==> config.mk <==
export PLATFORM = sky130hd
export DESIGN_NAME = gpio_irq_filter
export DESIGN_NICKNAME = d
export VERILOG_FILES = /design/src/rtl/gpirq_pkg.sv /design/src/rtl/gpirq_regs.sv /design/src/rtl/gpirq_line.sv /design/src/rtl/gpio_irq_filter.sv
export SDC_FILE = /design/constraint.sdc
export NUM_CORES = 1
export LEC_CHECK = 0
export BUFFER_PORTS_ARGS = -buffer_cell sky130_fd_sc_hd__buf_2
export CORE_UTILIZATION = 60
export DETAILED_ROUTE_END_ITERATION = 7
export GPL_ROUTABILITY_DRIVEN = 1
export MAX_ROUTING_LAYER = met4
export PLACE_DENSITY_LB_ADDON = 0.15
export REMOVE_ABC_BUFFERS = 1
export SLEW_MARGIN = 30
export SYNTH_ARGS = -nofsm -noshare
export SYNTH_HDL_FRONTEND = slang
export SYNTH_SLANG_ARGS = --single-unit
==> constraint.sdc <==
create_clock -name clk -period 27.9 [get_ports clk]
set_input_delay 5.58 -clock clk [delete_from_list [all_inputs] [get_ports clk]]
set_output_delay 5.58 -clock clk [all_outputs]
set_load 0.1 [all_outputs]
==> src/rtl/gpirq_pkg.sv <==
package gpirq_pkg;
  localparam int unsigned OFS_ENABLE = 32'h90;
  localparam int unsigned OFS_MODE   = 32'h94;
  localparam int unsigned OFS_FILTER = 32'h98;
  localparam int unsigned OFS_PERIOD = 32'h9C;
endpackage

==> src/rtl/gpirq_regs.sv <==
module gpirq_regs
  import gpirq_pkg::*;
#(
  parameter int NUM_LINES = 24,
  parameter int PERIOD_W  = 8,
  parameter int ADDR_W    = 8,
  parameter int DATA_W    = 32
) (
  input  logic                 clk,
  input  logic                 rst_n,
  input  logic                 bus_we,
  input  logic [ADDR_W-1:0]    bus_addr,
  input  logic [DATA_W-1:0]    bus_wdata,
  output logic [DATA_W-1:0]    bus_rdata,
  output logic [NUM_LINES-1:0] en_o,
  output logic [NUM_LINES-1:0] mode_o,
  output logic [NUM_LINES-1:0] filt_o,
  output logic [PERIOD_W-1:0]  period_o
);
  logic [NUM_LINES-1:0] en_q, en_n, mode_q, mode_n, filt_q, filt_n;
  logic [PERIOD_W-1:0]  per_q, per_n;
  logic sel_en, sel_mode, sel_filt, sel_per;
  logic unused_wdata;

  assign unused_wdata = ^bus_wdata;
  assign sel_en   = (bus_addr == ADDR_W'(OFS_ENABLE));
  assign sel_mode = (bus_addr == ADDR_W'(OFS_MODE));
  assign sel_filt = (bus_addr == ADDR_W'(OFS_FILTER));
  assign sel_per  = (bus_addr == ADDR_W'(OFS_PERIOD));

  always_comb begin
    en_n   = en_q;
    mode_n = mode_q;
    filt_n = filt_q;
    per_n  = per_q;
    if (bus_we) begin
      if (sel_en)   en_n   = bus_wdata[NUM_LINES-1:0];
      if (sel_mode) mode_n = bus_wdata[NUM_LINES-1:0];
      if (sel_filt) filt_n = bus_wdata[NUM_LINES-1:0];
      if (sel_per)  per_n  = bus_wdata[PERIOD_W-1:0];
    end
  end

  always_ff @(posedge clk or negedge rst_n) begin
    if (!rst_n) begin
      en_q   <= '0;
      mode_q <= '0;
      filt_q <= '0;
      per_q  <= '0;
    end else begin
      en_q   <= en_n;
      mode_q <= mode_n;
      filt_q <= filt_n;
      per_q  <= per_n;
    end
  end

  always_comb begin
    bus_rdata = '0;
    if (sel_en)   bus_rdata = DATA_W'(en_q);
    if (sel_mode) bus_rdata = DATA_W'(mode_q);
    if (sel_filt) bus_rdata = DATA_W'(filt_q);
    if (sel_per)  bus_rdata = DATA_W'(per_q);
  end

  assign en_o     = en_q;
  assign mode_o   = mode_q;
  assign filt_o   = filt_q;
  assign period_o = per_q;

  // a write to the enable address lands in the register on the next cycle
  p_wr_enable_r2: assert property (@(posedge clk) disable iff (!rst_n)
    (bus_we && sel_en) |=> (en_o == $past(bus_wdata[NUM_LINES-1:0])));
endmodule

==> src/rtl/gpirq_line.sv <==
module gpirq_line #(
  parameter int PERIOD_W = 8
) (
  input  logic                clk,
  input  logic                rst_n,
  input  logic                pin_i,
  input  logic                en_i,
  input  logic                both_i,
  input  logic                filt_i,
  input  logic [PERIOD_W-1:0] period_i,
  output logic                irq_o
);
  logic s1_q, s2_q;
  logic lvl_q, lvl_n, lvl_d1_q;
  logic [PERIOD_W-1:0] cnt_q, cnt_n;
  logic irq_q, irq_n;
  logic both_act, changed;

  always_comb begin
    lvl_n = lvl_q;
    cnt_n = '0;
    if (!filt_i) begin
      lvl_n = s2_q;
    end else if (s2_q != lvl_q) begin
      if (cnt_q >= period_i) lvl_n = s2_q;
      else                   cnt_n = cnt_q + 1'b1;
    end
  end

  assign both_act = en_i & both_i & filt_i;
  assign changed  = lvl_q ^ lvl_d1_q;

  always_comb begin
    if (!en_i)         irq_n = 1'b0;
    else if (both_act) irq_n = ~changed;
    else               irq_n = lvl_q;
  end

  always_ff @(posedge clk or negedge rst_n) begin
    if (!rst_n) begin
      s1_q     <= 1'b0;
      s2_q     <= 1'b0;
      lvl_q    <= 1'b0;
      lvl_d1_q <= 1'b0;
      cnt_q    <= '0;
      irq_q    <= 1'b0;
    end else begin
      s1_q     <= pin_i;
      s2_q     <= s1_q;
      lvl_q    <= lvl_n;
      lvl_d1_q <= lvl_q;
      cnt_q    <= cnt_n;
      irq_q    <= irq_n;
    end
  end

  assign irq_o = irq_q;

  // a masked line drives 0 on the next cycle
  p_mask_low_r3: assert property (@(posedge clk) disable iff (!rst_n)
    !en_i |=> !irq_o);

  // with the filter on, a settled level never moves while the input agrees with it
  p_filter_hold_r5: assert property (@(posedge clk) disable iff (!rst_n)
    (filt_i && (s2_q == lvl_q)) |=> (lvl_q == $past(lvl_q)));

  // bypassed filter forwards the synchronised level two cycles later
  p_level_follow_r4: assert property (@(posedge clk) disable iff (!rst_n)
    ($past(en_i && !filt_i) && $past(!filt_i, 2)) |-> (irq_o == $past(s2_q, 2)));

  // a low output in both-edge mode always stems from an accepted change
  p_pulse_cause_r7: assert property (@(posedge clk) disable iff (!rst_n)
    ($past(both_act) && !irq_o) |-> ($past(lvl_q) != $past(lvl_d1_q)));
endmodule

==> src/rtl/gpio_irq_filter.sv <==
module gpio_irq_filter #(
  parameter int NUM_LINES = 24,
  parameter int PERIOD_W  = 8,
  parameter int ADDR_W    = 8,
  parameter int DATA_W    = 32
) (
  input  logic                 clk,
  input  logic                 rst_n,
  input  logic                 bus_we,
  input  logic [ADDR_W-1:0]    bus_addr,
  input  logic [DATA_W-1:0]    bus_wdata,
  output logic [DATA_W-1:0]    bus_rdata,
  input  logic [NUM_LINES-1:0] gpio_in,
  output logic [NUM_LINES-1:0] irq_out
);
  logic rst_meta_q, rst_sync_q;
  logic [NUM_LINES-1:0] en, mode, filt;
  logic [PERIOD_W-1:0]  period;

  always_ff @(posedge clk or negedge rst_n) begin
    if (!rst_n) begin
      rst_meta_q <= 1'b0;
      rst_sync_q <= 1'b0;
    end else begin
      rst_meta_q <= 1'b1;
      rst_sync_q <= rst_meta_q;
    end
  end

  gpirq_regs #(
    .NUM_LINES(NUM_LINES), .PERIOD_W(PERIOD_W), .ADDR_W(ADDR_W), .DATA_W(DATA_W)
  ) u_regs (
    .clk(clk), .rst_n(rst_sync_q), .bus_we(bus_we), .bus_addr(bus_addr),
    .bus_wdata(bus_wdata), .bus_rdata(bus_rdata), .en_o(en), .mode_o(mode),
    .filt_o(filt), .period_o(period)
  );

  for (genvar i = 0; i < NUM_LINES; i++) begin : g_line
    gpirq_line #(.PERIOD_W(PERIOD_W)) u_line (
      .clk(clk), .rst_n(rst_sync_q), .pin_i(gpio_in[i]), .en_i(en[i]),
      .both_i(mode[i]), .filt_i(filt[i]), .period_i(period), .irq_o(irq_out[i])
    );
  end
endmodule

==> impl_metrics.yaml <==
run_status:
  status: "finished clean"
sta:
  finalCritPeriodShare: 0.485
  min_period_ns: 13.53
  tightest_slew_ns: 0.972
  setup_viol: 0
  final.setup.tns_ns: 0
  fmax_mhz: 73.9
  worst_slack_ns: 14.37
  drv_slew: 0
  skew_ns: 0.0231
  slew_headroom: 0.335
  hold_violations: 0
  rsz0062_at_grt: "no"
floorplan:
  row_count: 67
  initial_core_util: 0.611
  core_um2: 33600
  die_area_um2: 35000
  die_h_um: 187
  ioPinCount: 123
  die_x_um: 187
setup_path:
  cp_max_fo: 28
  critPathKind: "in -> out"
  cpPeakStageDelay_ns: 0.83
  crit_chain: "buf_2, nor2b_4, a21oi_1, nor2_1, buf_2"
  cp_data_required_time_ns: 22.32
  worst_path_most_repeated_cell: "buf_2"
  slowest_stage: "nor2b_4"
  critical_path_arrival_ns: 7.95
  crit_family: "buffers and inverters"
  ff2ff_setup_slack_ns: 24.77
  start_kind: "input port"
  worstSetupEndpointType: "output pin"
  critPathBufInv: 2
route:
  wl_met3_mm: 1.79
  highest_layer: "met4"
  ant_nets: 0
  viasPerCell: 5.78
  drt_iter0_markers: 644
  num_vias: 13800
  drc: 0
  dr.pass1.iters: 4
  routed_wl_mm: 43.3
  wl_met2_mm: 20.6
  wl_per_cell_um: 18.1
  met1_length_mm: 19.9
global_routing:
  grt_max_degree: 185
  antenna_found_initial: 2
  first_global_vias: 14300
  track_usage: 0.265
  grt-ovfl-total: 0
  grt_pass1_wl_mm: 72.4
synth:
  synth_cell_types: 42
  async_flop_share: 1.00
  synth.most_common_cell: "dfrtp_1"
  synth_area_um2: 20500
  ys_ff_latch: 394
  synth_cells: 1797
  ys.flop_type: "dfrtp_1"
  synth_largest_area_cell: "dfrtp_1"
  synth_edf_count: 0
  ys_top_cells_by_count: "394 x dfrtp_1, 241 x nor2_1, 216 x ha_1, 143 x xor2_1, 121 x nand3_1"
  syn_area_per_cell_um2: 11.4
  yosysTopAreaCellShare: 0.480
  yosys_warnings: 0
  synth_seq_area_share: 0.480
  synth_area_leaders: "dfrtp_1 48%, ha_1 13%, xor2_1 6.1%"
clocking:
  clockBufferDepth: 3
  cts_sinks: 394
  clkTransAtPathRegs_ns: 0.06
  cts_resized: 0
  cts_setup_buffers: 0
  cts-root-buf: "clkbuf_16"
  cts_tree: "built"
  clock_latency_ns: 0.57
  cts_inserted_buffers: 43
  htreeDepth: 2
  hold_buffers: 0
place:
  gp_congestion: 0.831
  io_buffers: 106
  dp_hpwl_mm: 26.6
  placement.setup.worst_slack_ns: 14.33
min_path:
  hold_class: "reg -> async"
power_and_ir_drop:
  swShare: 0.234
  seq_power_share: 0.461
  pwr-share-clk: 0.470
  combPwrFrac: 0.069
  power.density_nw_per_um2: 56.0
  peakVddDrop_uv: 85.6
  p_sw_uw: 304
  p_leak_nw: 11.0
  p_int_uw: 994
layout:
  syn_to_final_growth_pct: 12.7
  nets: 2196
  drive_gt1_frac: 0.172
flow_run:
  max_cap_viol_count: 0
cell type report:
class / count / area (um2)
fillers: 2472 / 10500
inverters: 77 / 289
multi-input cells: 1282 / 10300
diodes: 2 / 5.00
clock inverters: 20 / 320
clock buffers: 55 / 1200
flip-flops and latches: 394 / 9860
well taps: 448 / 561
repair buffers: 115 / 654
final timing paths:
kind	startpoint	end	cells past startpoint
worst max-delay path	bus_addr[2]	bus_rdata[11]	5
worst min-delay path	rst_sync_q$_DFF_PN0_	g_line[14].u_line.s1_q$_DFF_PN0_	0
worst max register to register	u_regs.period_o[6]$_DFFE_PN0P_	g_line[11].u_line.cnt_q[6]$_DFF_PN0_	6
worst min register to register	rst_sync_q$_DFF_PN0_	g_line[14].u_line.s1_q$_DFF_PN0_	0
max in group asynchronous	rst_n	rst_sync_q$_DFF_PN0_	1
min in group clk	g_line[17].u_line.s1_q$_DFF_PN0_	g_line[17].u_line.s2_q$_DFF_PN0_	0
worst register-to-register path, stage by stage (launching register included):
cell       delay [ns]
dfrtp_1          0.41
inv_2            0.65
ha_1             0.40
and4_1           0.21
a2111oi_0        0.77
o311ai_2         0.41
nor2_1           0.23
state kept, by name, indices dropped and copies added, names as in the netlist:
register	count
u_regs.en_o	24
rst_meta_q	1
g_line.u_line.lvl_d1_q	24
g_line.u_line.cnt_q	192
u_regs.filt_o	24
u_regs.period_o	8
u_regs.mode_o	24
g_line.u_line.lvl_q	24
g_line.u_line.s1_q	24
g_line.u_line.s2_q	24
g_line.u_line.irq_o	24
rst_sync_q	1
placed cells by master (no fill, tap or decap), drive strengths merged, types with 48 or more instances in the layout:
cell    synthesis  routed
and3           48      48
buf            42     115
clkbuf          9      55
dfrtp         394     394
ha            216     216
inv            77      75
mux2          104     104
nand3         121     121
nor2          241     241
xor2          143     143
through the flow:
step / cells / util / instance area, um2 / power [mW] / hold WS (ns)
global route: 2393 / 0.689 / 23200 / 1.34 / 0.222
CTS: 2389 / 0.683 / 23000 / 1.31 / 0.337
finish: 2393 / 0.689 / 23200 / 1.30 / 0.200
floorplan: 1753 / - / 20200 / 0.665 / 0.331
global placement: 2314 / 0.637 / 21400 / 0.691 / 0.331
detailed placement: 2314 / 0.638 / 21400 / 0.695 / 0.336
metal layers:
layer / track usage / vias up
met5: - / -
met4: 0.0763 / 0
met3: 0.0463 / 78
met2: 0.421 / 253
met1: 0.352 / 6869
li1: - / 6643
power by group through the flow:
stage / combinational, mW / clock, mW / sequential [mW]
finish: 0.0898 / 0.610 / 0.598
global route: 0.100 / 0.645 / 0.600
CTS: 0.0857 / 0.622 / 0.600
detailed placement: 0.0851 / 0 / 0.610
global placement: 0.0816 / 0 / 0.609
floorplan: 0.0457 / 0 / 0.619
cell families (layout without fill, tap and decap cells):
logic type	count (synthesis)	in the layout	synth area share
other	2	11	0.000365
AO/OA/AOI/OAI	207	207	0.0755
AND/OR/NAND/NOR	554	554	0.133
multiplexers	128	128	0.0772
flip-flops	394	394	0.480
buffers and inverters	128	267	0.0307
adder cells (fa/ha/maj)	216	216	0.132
XOR/XNOR	168	168	0.0716
No activity file was read; power rests on OpenSTA's default activity.
